[src/rtl/toggle_poll.sv]
module toggle_poll #(
  parameter int AW      = 24,
  parameter int DW      = 16,
  parameter int TW      = 16,
  parameter int TOG_BIT = 6,
  parameter int ERR_BIT = 5
) (
  input  logic          clk,
  input  logic          rst_n,
  input  logic          start_i,
  input  logic [AW-1:0] addr_i,
  input  logic [TW-1:0] tmo_i,
  output logic          rd_req_o,
  output logic [AW-1:0] rd_addr_o,
  input  logic          rd_ready_i,
  input  logic [DW-1:0] rd_data_i,
  output logic          busy_o,
  output logic [1:0]    result_o
);

  localparam logic [1:0]    RES_OK  = 2'b01;
  localparam logic [1:0]    RES_ERR = 2'b10;
  localparam logic [1:0]    RES_TMO = 2'b11;
  localparam logic [TW-1:0] NO_TMO  = '1;

  typedef enum logic [1:0] {S_IDLE, S_FIRST, S_SECOND} st_t;

  st_t           st;
  logic [AW-1:0] addr_r;
  logic [TW-1:0] tmo_r, cnt;
  logic          conf, f_tog, f_err;

  logic hs, match, fail, decide, expire;

  assign busy_o    = (st != S_IDLE);
  assign rd_req_o  = busy_o;
  assign rd_addr_o = addr_r;

  assign hs     = rd_req_o && rd_ready_i;
  assign match  = (rd_data_i[TOG_BIT] == f_tog);
  assign fail   = !match && conf && f_err;
  assign decide = hs && (st == S_SECOND) && (match || fail);
  assign expire = (tmo_r != NO_TMO) && (cnt == tmo_r);

  always_ff @(posedge clk or negedge rst_n) begin
    if (!rst_n) begin
      st       <= S_IDLE;
      addr_r   <= '0;
      tmo_r    <= '0;
      cnt      <= '0;
      conf     <= 1'b0;
      f_tog    <= 1'b0;
      f_err    <= 1'b0;
      result_o <= 2'b00;
    end else if (st == S_IDLE) begin
      if (start_i) begin
        addr_r <= addr_i;
        tmo_r  <= tmo_i;
        cnt    <= '0;
        conf   <= 1'b0;
        if (tmo_i == '0) result_o <= RES_TMO;
        else begin
          result_o <= 2'b00;
          st       <= S_FIRST;
        end
      end
    end else begin
      cnt <= cnt + 1'b1;
      if (hs && st == S_FIRST) begin
        f_tog <= rd_data_i[TOG_BIT];
        f_err <= rd_data_i[ERR_BIT];
        st    <= S_SECOND;
      end
      if (hs && st == S_SECOND) begin
        if (match) begin
          st       <= S_IDLE;
          result_o <= RES_OK;
        end else if (fail) begin
          st       <= S_IDLE;
          result_o <= RES_ERR;
        end else begin
          conf <= !conf && f_err;
          st   <= S_FIRST;
        end
      end
      if (expire && !decide) begin
        st       <= S_IDLE;
        result_o <= RES_TMO;
      end
    end
  end


  hold_result_chk: assert property (@(posedge clk) disable iff (!rst_n)
    (!busy_o && !start_i) |=> $stable(result_o));


  clear_on_start_chk: assert property (@(posedge clk) disable iff (!rst_n)
    $rose(busy_o) |-> (result_o == 2'b00));


  code_at_end_chk: assert property (@(posedge clk) disable iff (!rst_n)
    $fell(busy_o) |-> (result_o != 2'b00));


  addr_steady_chk: assert property (@(posedge clk) disable iff (!rst_n)
    (busy_o && $past(busy_o)) |-> $stable(rd_addr_o));


  no_tmo_when_off_chk: assert property (@(posedge clk) disable iff (!rst_n)
    ($fell(busy_o) && result_o == RES_TMO) |-> (tmo_r != NO_TMO));

endmodule

[config.mk]
export PLATFORM = sky130hd
export DESIGN_NAME = toggle_poll
export DESIGN_NICKNAME = d
export VERILOG_FILES = /design/src/rtl/toggle_poll.sv
export SDC_FILE = /design/constraint.sdc
export NUM_CORES = 1
export LEC_CHECK = 0
export BUFFER_PORTS_ARGS = -buffer_cell sky130_fd_sc_hd__buf_4
export CORE_ASPECT_RATIO = 1.1
export CORE_MARGIN = 3
export CORE_UTILIZATION = 30
export DETAILED_ROUTE_END_ITERATION = 8
export GPL_ROUTABILITY_DRIVEN = 0
export PLACE_DENSITY = 0.61
export SYNTH_ARGS = -nofsm -noshare
export SYNTH_HDL_FRONTEND = slang
export SYNTH_SLANG_ARGS = --single-unit
[constraint.sdc]
create_clock -name clk -period 1.95 [get_ports clk]
set_input_delay 0.39 -clock clk [delete_from_list [all_inputs] [get_ports clk]]
set_output_delay 0.39 -clock clk [all_outputs]
set_load 0.03 [all_outputs]
# After elaboration in Yosys (flattened, before gate mapping)
# Cells that the tools add are included.
dict set report word_totals {
  ff_bits 63
  latchBits 0
  ram_bits 0
  romBits 0
  input_bits 60
  output_inout_bits 28
  word_cells 66
  mem_count 0
}
dict set report classes {
  add_sub_neg 1
  multipliers 0
  div_mod_pow 0
  magnitude_cmp 0
  n_eq_ne 9
  shift 0
  n_mux 22
  bitwise 1
  n_reduce_logical 25
}
# cell count
set ops {}
lappend ops {{$mux 16} 2}
lappend ops {{$mux 2} 13}
lappend ops {{$add 16x1->16 const B} 1}
lappend ops {{$eq 16x16->1} 1}
lappend ops {{$logic_not 16->1} 1}
lappend ops {{$ne 16x16->1 const B} 1}
lappend ops {{$logic_and 1x1->1} 9}
lappend ops {{$reduce_bool 4->1} 2}
lappend ops {{$mux 1} 7}
lappend ops {{$reduce_and 3->1} 2}
lappend ops {{$ne 2x1->1 const B} 2}
lappend ops {{$ne 2x2->1 const B} 2}
lappend ops {{$reduce_and 2->1} 2}
lappend ops {{$reduce_and 4->1} 1}
lappend ops {{$reduce_bool 2->1} 2}
lappend ops {{$logic_not 1->1} 3}
lappend ops {{$reduce_bool 3->1} 1}
lappend ops {{$eq 2x1->1 const B} 1}
lappend ops {{$eq 2x2->1 const B} 1}
lappend ops {{$logic_not 2->1} 1}
lappend ops {{$eq 1x1->1} 1}
lappend ops {{$logic_or 1x1->1} 1}
lappend ops {{$not 1->1} 1}

# Depth between registers and ports, before layout
dict set report depth {
  word_depth 10
  mapped_depth 6
  depth_no_buf 6
}

# Worst setup path after synthesis
# Ideal clock, no wire load.
dict set report synth_path {
  kind {reg2reg}
  startpoint {reg cnt[0]}
  endpoint {reg cnt[12]}
  setup_ps 126
  arrival_time_ps 1330
  t_required_ps 1824
  slack_ps 494
  path_stages_with_launch 7
  n_path_buf 0
  period_less_slack_ps 1456
  path_cell_list {dfrtp_1 -> ha_1 -> o211ai_1 -> or2_4 -> nor2_1 -> nand2_1 -> mux2i_1}
}
dict set report synth_between {
  elab_chain_len 2
}
# item line_no
set synth_rtl {}
lappend synth_rtl {{from (decl)} 30} ;# logic [TW-1:0] tmo_r, cnt;
lappend synth_rtl {{from (signal assigned)} 68} ;# cnt <= cnt + 1'b1;
lappend synth_rtl {{$add 16x1->16} 68}
lappend synth_rtl {{$mux 16} 55} ;# end else if (st == S_IDLE) begin
# Every way passes these cells.
# A chain may end at the register's enable or synchronous reset.

# Worst setup path after layout
dict set report layout_path {
  startpoint {reg st[0]}
  endpoint {out rd_req_o}
}
dict set report layout_between {
  elab_chain_len 1
}
# item line_no
set layout_rtl {}
lappend layout_rtl {{from (decl)} 28} ;# st_t st;
lappend layout_rtl {{from (signal assigned)} 47} ;# st <= S_IDLE;
lappend layout_rtl {{from (signal assigned)} 64} ;# st <= S_FIRST;
lappend layout_rtl {{from (signal assigned)} 72} ;# st <= S_SECOND;
lappend layout_rtl {{$reduce_bool 2->1} 35} ;# assign busy_o = (st != S_IDLE);
lappend layout_rtl {{to (decl)} 13} ;# output logic rd_req_o,
# Every way passes these cells.

==> run summary <==
The delay of the slowest cell on the worst path was 450 ps. For this run, the number of Yosys warnings is 0. The maximum ir drop on the vdd rail was 0.000819 V.

Final-stage net count: 367. The leading area contributor after synthesis is sky130_fd_sc_hd__dfrtp_1. In this run, synthesis produced a sequential element count of 63.

The H-tree was split into 3 levels. CTS saw 63 sinks. For this block, the initial DRC count from the detailed router was 126.

The portion of the post-synthesis area used by sequential elements came out at 0.544. The remaining max-slew budget at the tightest pin was 0.746; the count of final hold-check violations was 0. The post-cts hold buffer count came out at 1.

The critical path crosses 3 cells after its start point. The pre-antenna-repair detailed-routing pass consisted of 4 iterations. The total nets after synthesis is 286, and the worst path buffer plus inverter count is 2. In this run the critical register-to-register path is captured at cnt[12]$_DFFE_PN0P_. For the all-layer global routing usage, the log shows 0.124. Sorting the synthesized cells by area gives the leading types as sky130_fd_sc_hd__dfrtp_1 54%, sky130_fd_sc_hd__mux2_2 16%, sky130_fd_sc_hd__xor2_1 4.8%.

After synthesis the cells add up to 2900 um^2. The run gives 34 as the distinct cell type count after synthesis. Setup repair after global routing left no endpoint under its margin.

The area growth from synthesis to layout is 28.7%. Max-cap violations in this run came to 0. Entering global routing, the biggest net connects 56 pins.

The share of post-route cells with drive strength above 1 was 0.451; the met3 capacity usage during global routing was 0.0422. The CTS buffer count was 9. For this design the static power due to leakage is 1.70 nW. The post-route setup TNS is 0 ps, and the power per cell area is 1520 nW/um^2.

After global routing, the most crowded layer is met2. The floorplan has 37 rows. The number of antenna diodes in the final layout is 0. For the total wire length, the log shows 6.22 mm. Cell at the slowest stage of the critical path: sky130_fd_sc_hd__dfrtp_1. The number of cells on the worst reg-to-reg path is 6.

The run gives 10.5 mm as the wire length of the first global-routing pass. The maximum clock skew at final layout is 4.81 ps. The upper clock frequency limit is 584 MHz. The logs give 0.397 for the share of the core filled with cells and 0 for the antenna violation net count after detailed routing. Clock-pin slew was measured on the worst setup and hold paths at 60 ps.

The fraction of registers with async set or reset after synthesis was 1.00. The die is 99.7 um wide. Counting flops with a built-in enable in the synthesized netlist gives 0. For the fraction of met1 tracks used by global routing, the log shows 0.148. The worst setup path is launched from a register.

At the pin with the least slew margin, the transition time is 381 ps. The I/O pin count was 88; the data required time at the worst endpoint was 1560 ps. The height of the die works out to 109 um. The final count of pins violating max slew was 0. The logs give 2199 for the via count of the first global-routing pass and 0 for the initial antenna violation count. The tools report the final worst hold slack as 285 ps.

TritonCTS built the clock tree. By instance count, the leading cell after synthesis is sky130_fd_sc_hd__dfrtp_1. The kind of path behind the tightest hold check is input port to register. After clock tree synthesis, the setup repair step added 0 buffers. The die covers 10900 um^2.

The end point of the most critical hold path is rd_addr_o[12]$_DFFE_PN0P_. Along the worst hold path, the cell count comes to 2. During placement, the flow inserted port buffers numbering 73. For flop-to-flop paths, the worst setup slack is 240 ps. The tree is rooted in a sky130_fd_sc_hd__clkbuf_8. Gates resized during post-CTS repair numbered 0.

For the starting utilization of the core area, the log shows 0.308. The shortest clock period the worst path allows after layout came out at 1710 ps. The average routed wire per standard cell works out to 14.6 um. The startpoint identified for the worst hold timing path is addr_i[12].

The kind of capture point of the worst setup path is an output pin. The tools report the maximum clock insertion buffer count as 2. Once detailed placement completed, the half-perimeter wirelength came to 4.66 mm. The cell count after synthesis came out at 225. Kind of cell with the highest combined delay on the critical path: flip-flops. The total of fill cells in the finished design is 932. Of all nets on the critical path, the largest fanout is 9. In the routed design, unresolved DRC markers number 0.

The primary flip-flop cell chosen by synthesis mapping is sky130_fd_sc_hd__dfrtp_1. The flow ran to the end, and the final reports show no timing, DRC or antenna violations. By count the netlist is led by 63 x sky130_fd_sc_hd__dfrtp_1, 42 x sky130_fd_sc_hd__mux2_2, 16 x sky130_fd_sc_hd__xor2_1. The signal on the critical path passes through nor2_4 -> inv_6 -> buf_4. Core area: 9400 um^2. Top-area cell type share of the netlist area: 0.544. The total number of vias is 2051, and the mean number of vias per cell is 4.83.

The number of failing setup endpoints in the final timing report is 0. The average instance in the mapped netlist occupies 12.9 um^2. Summed over all layers, the global routing overflow is 0. The post-route fraction of the period consumed by the critical path came out at 0.879. The startpoint identified for the worst register-to-register timing path is cnt[0]$_DFFE_PN0P_.

The tools report the data arrival time of the critical path as 1320 ps. The category of the most critical setup path was register to output pin. The global-route track usage on met2 came out at 0.203.

The clock latency reported for the late side of the worst-skew pair came out at 330 ps.
==> cell type report <==
type                            instances  area [um^2]  share of cell area
Inverter                                2         12.5             0.00335
Multi-Input combinational cell        153         1240               0.332
Clock buffer                           11          141              0.0379
Clock inverter                          2         10.0             0.00268
Sequential cell                        63         1580               0.423
Tap cell                              117          146              0.0392
Timing Repair Buffer                   77          606               0.162
==> sequential cells by signal, summed over array words and instances, names as in the netlist <==
name       cells
rd_addr_o     24
cnt           16
tmo_r         16
result_o       2
st             2
conf           1
f_err          1
f_tog          1
==> layer usage <==
| layer | part of all wire | vias up | routed length, um |
|---|---|---|---|
| li1 | - | 980 | - |
| met1 | 0.42 | 1011 | 2620 |
| met2 | 0.51 | 52 | 3150 |
| met3 | 0.055 | 8 | 340 |
| met4 | 0.017 | 0 | 105 |
| met5 | 0 | - | 0 |
==> cells in the final DEF (no fill, tap or decap) <==
master	Yosys	routed
sky130_fd_sc_hd__clkbuf_8	1	10
sky130_fd_sc_hd__clkbuf_1	0	1
sky130_fd_sc_hd__o41a_2	2	2
sky130_fd_sc_hd__nand3_1	4	4
sky130_fd_sc_hd__a21oi_1	3	3
sky130_fd_sc_hd__nor2_4	1	1
sky130_fd_sc_hd__and3_2	1	1
sky130_fd_sc_hd__inv_6	1	1
sky130_fd_sc_hd__nor3_4	1	1
sky130_fd_sc_hd__nor2_1	9	9
sky130_fd_sc_hd__o21ai_0	5	5
sky130_fd_sc_hd__nand4_1	8	8
sky130_fd_sc_hd__ha_1	1	1
sky130_fd_sc_hd__nor3_1	5	5
sky130_fd_sc_hd__o32ai_1	1	1
sky130_fd_sc_hd__nand2_2	1	1
sky130_fd_sc_hd__dfrtp_1	63	63
sky130_fd_sc_hd__and3_1	3	3
sky130_fd_sc_hd__o31ai_1	4	4
sky130_fd_sc_hd__or2_4	1	1
sky130_fd_sc_hd__nand3b_1	3	3
sky130_fd_sc_hd__buf_4	1	74
sky130_fd_sc_hd__nor2b_1	2	2
sky130_fd_sc_hd__o211ai_1	5	5
sky130_fd_sc_hd__xor2_1	16	16
sky130_fd_sc_hd__xnor2_1	1	1
sky130_fd_sc_hd__nor4_1	9	9
sky130_fd_sc_hd__clkinv_2	0	2
sky130_fd_sc_hd__mux2_2	42	42
sky130_fd_sc_hd__nand4_4	1	1
sky130_fd_sc_hd__and4_1	1	1
sky130_fd_sc_hd__inv_1	1	1
sky130_fd_sc_hd__nand2_1	14	14
sky130_fd_sc_hd__dlygate4sd3_1	0	1
sky130_fd_sc_hd__mux2i_1	9	9
sky130_fd_sc_hd__buf_12	0	2
==> metrics by stage <==
stage,cell area [um^2],std cells,setup slack [ps],power [mW]
2_1_floorplan,2900,225,494,3.97
3_3_place_gp,3570,411,259,4.74
3_5_place_dp,3570,411,248,4.80
4_1_cts,3730,425,209,5.76
5_1_grt,3730,425,107,6.06
6_report,3730,425,237,5.67
==> report_power, final <==
part | switching (mW) | total [mW] | internal, mW
sequential | 0.481 | 2.35 | 1.87
clock | 0.457 | 0.927 | 0.470
combinational | 1.26 | 2.39 | 1.13
==> worst max-delay path by stage <==
stage / startpoint / endpoint / slack [ps]
2_1_floorplan: cnt[0]$_DFFE_PN0P_ / cnt[12]$_DFFE_PN0P_ / 490
3_3_place_gp: cnt[0]$_DFFE_PN0P_ / cnt[12]$_DFFE_PN0P_ / 260
3_5_place_dp: cnt[0]$_DFFE_PN0P_ / cnt[12]$_DFFE_PN0P_ / 250
4_1_cts: st[0]$_DFFE_PN0P_ / rd_req_o / 210
5_1_grt: cnt[0]$_DFFE_PN0P_ / cnt[12]$_DFFE_PN0P_ / 110
6_report: st[0]$_DFFE_PN0P_ / rd_req_o / 240
==> cells by family after synthesis <==
group | count (synthesis) | synth area share
compound gates | 20 | 0.0488
xor+xnor | 17 | 0.0514
fa+ha+maj | 1 | 0.00432
buf+inv | 9 | 0.0289
flops | 63 | 0.544
mux | 51 | 0.194
simple gates | 64 | 0.128
No activity file was read; power rests on OpenSTA's default activity.
